## src/rtl/cmp_branch_pkg.sv

```systemverilog
package cmp_branch_pkg;

  // Width of the condition selector field; ten conditions need four bits.
  localparam int SEL_W = 4;

  typedef struct packed {
    logic eq;
    logic lt;
    logic gt;
    logic ltu;
    logic gtu;
  } cc_t;

  typedef enum logic [SEL_W-1:0] {
    C_EQ  = 4'd0,
    C_NE  = 4'd1,
    C_LT  = 4'd2,
    C_GT  = 4'd3,
    C_LTU = 4'd4,
    C_GTU = 4'd5,
    C_GE  = 4'd6,
    C_LE  = 4'd7,
    C_GEU = 4'd8,
    C_LEU = 4'd9
  } cond_e;

  localparam logic [SEL_W-1:0] LAST_LEGAL = 4'd9;

  function automatic logic sel_legal(input logic [SEL_W-1:0] sel);
    return sel <= LAST_LEGAL;
  endfunction

  function automatic logic cond_holds(input logic [SEL_W-1:0] sel, input cc_t cc);
    logic r;
    case (cond_e'(sel))
      C_EQ:    r = cc.eq;
      C_NE:    r = !cc.eq;
      C_LT:    r = cc.lt;
      C_GT:    r = cc.gt;
      C_LTU:   r = cc.ltu;
      C_GTU:   r = cc.gtu;
      C_GE:    r = cc.gt  | cc.eq;
      C_LE:    r = cc.lt  | cc.eq;
      C_GEU:   r = cc.gtu | cc.eq;
      C_LEU:   r = cc.ltu | cc.eq;
      default: r = 1'b0;
    endcase
    return r;
  endfunction

endpackage

```

## src/rtl/cmp_flag_reg.sv

```systemverilog
module cmp_flag_reg
  import cmp_branch_pkg::*;
#(
  parameter int W = 32
) (
  input  logic         clk,
  input  logic         rst_n,
  input  logic         cmp_en,
  input  logic [W-1:0] op_a,
  input  logic [W-1:0] op_b,
  output cc_t          flags_q
);

  cc_t flags_d;

  always_comb begin
    flags_d.eq  = (op_a == op_b);
    flags_d.lt  = ($signed(op_a) < $signed(op_b));
    flags_d.gt  = ($signed(op_a) > $signed(op_b));
    flags_d.ltu = (op_a < op_b);
    flags_d.gtu = (op_a > op_b);
  end

  always_ff @(posedge clk or negedge rst_n) begin
    if (!rst_n)      flags_q <= '0;
    else if (cmp_en) flags_q <= flags_d;
  end

endmodule

```

## src/rtl/br_decode.sv

```systemverilog
module br_decode
  import cmp_branch_pkg::*;
#(
  parameter int W    = 32,
  parameter int IW   = 16,
  parameter int OFFW = 10
) (
  input  logic [IW-1:0] word,
  input  cc_t           flags,
  output logic          is_branch,
  output logic          legal,
  output logic          cond_met,
  output logic [W-1:0]  offset
);

  localparam int SEL_LO = IW - 2 - SEL_W;

  logic [SEL_W-1:0] sel;

  assign sel       = word[IW-3 -: SEL_W];
  assign is_branch = (word[IW-1:IW-2] == 2'b11);
  assign legal     = sel_legal(sel);
  assign cond_met  = cond_holds(sel, flags);
  assign offset    = {{(W-OFFW-1){word[OFFW-1]}}, word[OFFW-1:0], 1'b0};

  initial begin
    if (SEL_LO != OFFW) $error("selector field must sit directly above the offset");
  end

endmodule

```

## src/rtl/pc_resolve.sv

```systemverilog
module pc_resolve #(
  parameter int W = 32
) (
  input  logic         clk,
  input  logic         rst_n,
  input  logic         br_en,
  input  logic [W-1:0] pc,
  input  logic         is_branch,
  input  logic         legal,
  input  logic         cond_met,
  input  logic [W-1:0] offset,
  output logic [W-1:0] next_pc_q,
  output logic         taken_q,
  output logic         illegal_q
);

  logic [W-1:0] seq_pc;
  logic         take;
  logic         bad;

  assign seq_pc = pc + W'(2);
  assign take   = is_branch && legal && cond_met;
  assign bad    = is_branch && !legal;

  always_ff @(posedge clk or negedge rst_n) begin
    if (!rst_n) begin
      next_pc_q <= '0;
      taken_q   <= 1'b0;
      illegal_q <= 1'b0;
    end else begin
      taken_q   <= br_en && take;
      illegal_q <= br_en && bad;
      if (br_en) next_pc_q <= take ? seq_pc + offset : seq_pc;
    end
  end

endmodule

```

## src/rtl/cmp_branch_unit.sv

```systemverilog
module cmp_branch_unit
  import cmp_branch_pkg::*;
#(
  parameter int W    = 32,
  parameter int IW   = 16,
  parameter int OFFW = 10
) (
  input  logic          clk,
  input  logic          rst_n,
  input  logic          cmp_en_i,
  input  logic [W-1:0]  cmp_a_i,
  input  logic [W-1:0]  cmp_b_i,
  input  logic          br_en_i,
  input  logic [IW-1:0] br_word_i,
  input  logic [W-1:0]  pc_i,
  output logic [W-1:0]  next_pc_o,
  output logic          taken_o,
  output logic          illegal_o
);

  cc_t          flags;
  logic         br_is_branch;
  logic         br_legal;
  logic         br_cond;
  logic [W-1:0] br_off;

  cmp_flag_reg #(.W(W)) i_flags (
    .clk     (clk),
    .rst_n   (rst_n),
    .cmp_en  (cmp_en_i),
    .op_a    (cmp_a_i),
    .op_b    (cmp_b_i),
    .flags_q (flags)
  );

  br_decode #(.W(W), .IW(IW), .OFFW(OFFW)) i_dec (
    .word      (br_word_i),
    .flags     (flags),
    .is_branch (br_is_branch),
    .legal     (br_legal),
    .cond_met  (br_cond),
    .offset    (br_off)
  );

  pc_resolve #(.W(W)) i_pc (
    .clk       (clk),
    .rst_n     (rst_n),
    .br_en     (br_en_i),
    .pc        (pc_i),
    .is_branch (br_is_branch),
    .legal     (br_legal),
    .cond_met  (br_cond),
    .offset    (br_off),
    .next_pc_q (next_pc_o),
    .taken_q   (taken_o),
    .illegal_q (illegal_o)
  );

endmodule

```

## config.mk

```make
export PLATFORM = sky130hd
export DESIGN_NAME = cmp_branch_unit
export DESIGN_NICKNAME = d
export VERILOG_FILES = /design/src/rtl/cmp_branch_pkg.sv /design/src/rtl/cmp_flag_reg.sv /design/src/rtl/br_decode.sv /design/src/rtl/pc_resolve.sv /design/src/rtl/cmp_branch_unit.sv
export SDC_FILE = /design/constraint.sdc
export NUM_CORES = 1
export LEC_CHECK = 0
export BUFFER_PORTS_ARGS = -buffer_cell sky130_fd_sc_hd__buf_2
export CAP_MARGIN = 40
export CORE_UTILIZATION = 25
export DETAILED_ROUTE_END_ITERATION = 8
export PLACE_DENSITY = 0.43
export SKIP_CTS_REPAIR_TIMING = 1
export SLEW_MARGIN = 20
export SYNTH_ARGS = -nofsm -noshare
export SYNTH_HDL_FRONTEND = slang
export SYNTH_SLANG_ARGS = --single-unit
export TNS_END_PERCENT = 20
```

## constraint.sdc

```tcl
create_clock -name clk -period 2.8 [get_ports clk]
set_input_delay 0.28 -clock clk [delete_from_list [all_inputs] [get_ports clk]]
set_output_delay 0.28 -clock clk [all_outputs]
set_load 0.1 [all_outputs]
```

**Yosys cells after proc, flatten, opt, wreduce, memory -nomap -nowiden**

Index checks and enable logic that the tools add are counted.

- Bits in registers: 39
- Output and inout port bits: 34
- Word-level logic and storage cells: 40

- Add/sub/neg operators: 2
- Magnitude comparators: 5
- Eq/ne operators: 11
- Mux-type cells: 2
- Bitwise operators: 4
- Reduce and logical (&&, ||, !) cells: 8

Operators by type and width:

| kind | number |
|---|---|
| $gt A32 B32 Y1 | 2 |
| $lt A32 B32 Y1 | 2 |
| $add A32 B2 Y32 const B | 1 |
| $add A32 B32 Y32 | 1 |
| $eq A32 B32 Y1 | 1 |
| $mux W32 | 1 |
| $eq A4 B3 Y1 const B | 4 |
| $pmux W1 S10 | 1 |
| $eq A4 B2 Y1 const B | 2 |
| $eq A4 B4 Y1 const B | 2 |
| $logic_and A1 B1 Y1 | 5 |
| $eq A4 B1 Y1 const B | 1 |
| $le A4 B4 Y1 const B | 1 |
| $logic_not A4 Y1 | 1 |
| $or A1 B1 Y1 | 4 |
| $eq A2 B2 Y1 const B | 1 |
| $logic_not A1 Y1 | 2 |

**Depth between registers and ports, before layout**

- Depth in word-level cells: 4
- Mapped depth: 17
- Depth with buffers taken out: 16

**By module**

From an unflattened synthesis, not the netlist that was laid out.

- Cells, all modules: 700
- Area, all modules: 5,385.2 um^2

By module, submodules not included:

| module | instances | cells each | area an instance (um^2) | seq. area each (um^2) |
|---|---|---|---|---|
| pc_resolve | 1 | 515 | 3,966.3 | 850.8 |
| cmp_flag_reg | 1 | 134 | 1,034.7 | 125.1 |
| br_decode | 1 | 51 | 384.1 | 0.0 |

**Worst setup path before layout**

OpenSTA, ideal clock, no wires.

- Path kind: input to register
- Start: input pc_i[9]
- End: register i_pc.next_pc_q[31]
- Setup time: 0.090 ns
- Data arrival time: 3.215 ns
- Setup slack: -0.504 ns
- Stages: 17
- Path through: nand4_1 nor2_1 nand4_1 nor2_1 nand3_1 xnor2_1 ha_1 buf_2 a21o_1 a21o_1 a221oi_1 o21ai_1 a32oi_1 nand4_1 o211ai_2 mux2_2 o2111ai_1

- Longest elaborated chain between the ends: 3

RTL lines:

| what | RTL line | source |
|---|---|---|
| from (decl) | cmp_branch_unit.sv:15 | `input logic [W-1:0] pc_i,` |
| $add A32 B2 Y32 (*) | pc_resolve.sv:21 | `assign seq_pc = pc + W'(2);` |
| $add A32 B32 Y32 | pc_resolve.sv:33 | `if (br_en) next_pc_q <= take ? seq_pc + offset : seq_pc;` |
| $mux W32 (*) | pc_resolve.sv:33 |  |
| to (signal assigned) | pc_resolve.sv:33 |  |
| to (decl) | pc_resolve.sv:12 | `output logic [W-1:0] next_pc_q,` |

Every way passes the cells marked *; elsewhere a longest branch is shown, timed or not.
A chain may end at the register's enable or synchronous reset.

**Worst setup path after layout**

Ends and elaborated chain as after synthesis.

==> results.toml <==
[global_routing]
grt_pass1_vias = 5477
grt_pass1_wl_mm = 26.5
grt_use_total_pct = 16.5
grt_max_degree = 49
grt_antenna_before_repair = 1
grt_overflow = 0

[cells_and_area]
layout_commonest_cell = "buf_4"
mostFrequentLayoutCells = "151 x buf_4, 141 x buf_2, 67 x ha_1"
num-nets-final = 1111
final_area_sq_um = 7710
register_area_sq_um = 976
nFillCells = 1982
drive_above_1_share_pct = 41.1
syn2layout_area_growth_pct = 57.7
diodes = 0
multi_input_area_sq_um = 4010
final_util_pct = 40.7

[cts]
cts_made_buffers = 5
clock-sinks = 39
clk_pin_slew_ps = 60
root_buffer = "clkbuf_16"
htreeDepth = 2
clock_latency_ps = 300
cts_tree = "done"
max-clock-path-buffers = 2

[logic_synthesis]
netlist.area_leader.share_pct = 20.0
yosys.area.top_type = "dfrtp_1"
synth_nets = 815
avgSynthCellArea_sq_um = 7.80
synth_area_sq_um = 4890
synth_area_leaders = "dfrtp_1 20%, ha_1 18%, a21oi_1 5.9%"
synth_top_family_by_area = "compound AO/OA/AOI/OAI gates"
synth-simple-area-share_pct = 20.6
synth-main-ff-cell = "dfrtp_1"
synthXorXnorAreaFrac_pct = 9.13
synth-edff-count = 0
synthCells = 627
async_reset_ff_share_pct = 100
ys_ff_latch = 39
ys_seq_area_share_pct = 20.0
yosysWarnings = 0
synth_cell_types = 59
synth-compound-area-share_pct = 23.3
synth_mux_area_share_pct = 3.07
synthAdderAreaFrac_pct = 18.6

[detailed_routing]
vias = 5489
final_antenna_net_count = 0
drc = 0
drt-pass1-iter-count = 4
drt-total-wl_mm = 16.8
drt-initial-drc-count = 200
avgViaCountPerCell = 4.64
wl_per_cell_um = 14.2

[power]
power_leakage_uw = 0.00385
switchingPower_uw = 1300
seqPwrFrac_pct = 22.2
pwr_density_cell_nw_per_um2 = 388
p_sw_share_pct = 43.4
peakVddDrop_uv = 313
power.share.clock_pct = 23.7
power_frac_comb_pct = 54.1
internal_power_uw = 1700

[sta]
rsz0062_at_grt = "yes"
max_freq_ghz = 0.307
finalSetupViolations = 15
worstMarginPinSlew_ps = 515
fin_ws_ps = -463
fin_worst_skew_ps = 9.85
fin_crit_sh_pct = 117
drv_slew = 0
hold_violations = 0
holdWs_ps = 203
period_minus_slack_ps = 3260
relSlewSlack_pct = 65.9
tns_ps = -3250

[outcome]
violations = "negative setup slack"
outcome = "finished, violations left"

[setup_path]
endpoint = "i_pc.next_pc_q[31]"
arrival_ps = 3470
slowest_stage = "mux2_4"
path_delay_family = "simple AND/OR/NAND/NOR gates"
critPathLaunchType = "input pin"
required_ps = 3000
reg2reg_depth = 8
crit_path_start = "pc_i[9]"
cp_max_fo = 4
crit_type = "input pin to register"
end_kind = "register"
cp_cell_sequence = "buf_6 -> nand4_1 -> nor2_4 -> nand4_1 -> buf_4 -> nor3_4 -> buf_6 -> buf_4 -> nand3_1 -> xnor2_1 -> ha_1 -> nand2_1 -> nor4b_2 -> buf_4 -> nand3_1 -> nand4_1 -> o211ai_2 -> mux2_4 -> o2111ai_1"
cp_slowest_stage_delay_ps = 320
path_buf_inv = 5
crit-reg2reg-launch = "i_flags.flags_q[4]"
r2r_end = "i_pc.next_pc_q[27]"
cp.depth = 19
reg2reg_slack_ps = 480

[worst_hold_path]
hold_start = "cmp_en_i"
hold_path_depth = 2
min_path_type = "input pin to register"

[floorplan]
start_util_pct = 25.8
num_rows = 50
ios = 150
die_h_um = 142
coreArea_sq_um = 19000
die_x_um = 142
die_area_sq_um = 20100

[placed_design]
dp_hpwl_mm = 13.8
gp_congestion = 0.855
io_buffers = 149
dpl_cell_area_sq_um = 7000

[run]
cap_violations = 0
==> synth_stat cells, drive strengths merged (9+ instances only) <==
library cell,n
mux2i,9
a21oi,61
inv,46
ha,71
o21ai,44
clkbuf,12
nand3,25
nand4,17
xor2,22
dfrtp,39
xnor2,29
a21o,21
nor2b,12
nor2,63
nor3,10
nand2,52
and3,11
==> worst min-delay path by stage <==
stage | end | slack, ps
final | i_flags.flags_q[3] | 200
after global routing | i_flags.flags_q[3] | 210
after CTS | i_pc.next_pc_q[11] | -60
after detailed placement | i_pc.taken_q | 260
after global placement | i_pc.taken_q | 500
after floorplan | i_flags.flags_q[0] | -20
==> final cells by class <==
class / count / share of cell area, %
Clock buffer: 6 / 1.80
Clock inverter: 2 / 0.454
Sequential cell: 39 / 12.7
Inverter: 46 / 2.24
Tap cell: 260 / 4.22
Multi-Input combinational cell: 522 / 52.0
Timing Repair Buffer: 309 / 26.7
==> metrics by stage <==
stage | total power [uW] | setup WS, ps | cells
after floorplan | 1660 | -304 | 627
after global placement | 2190 | -1060 | 1159
after detailed placement | 2210 | -970 | 1160
after CTS | 2940 | -654 | 1168
after global routing | 3180 | -703 | 1184
final | 3000 | -463 | 1184
==> cell families (layout without fill, tap and decap cells) <==
kind of cell    Yosys count  after routing
xor+xnor                 51             51
flops                    39             39
compound gates          176            176
mux                      14             14
buf+inv                  66            363
simple gates            209            209
fa+ha+maj                72             72
==> power groups by stage <==
stage	Combinational (uW)	Sequential (uW)	Clock, uW
global placement	1520	676	0
floorplan	579	1080	0
CTS	1540	667	736
detailed placement	1530	676	0
finish	1620	665	709
global route	1750	675	753
==> flip-flops by register name, indices dropped and copies added, names as in the netlist <==
signal           flops
i_pc.illegal_q       1
i_pc.next_pc_q      32
i_pc.taken_q         1
i_flags.flags_q      5
==> metal layers <==
layer  GRT usage, %  up-vias  wire [um]
met5              0        -          8
met4           3.40        2        143
met3           3.41       13        751
met2           29.0      106       8130
met1           20.7     2525       7720
li1               -     2843          -
(Power assumes the default switching activity.)
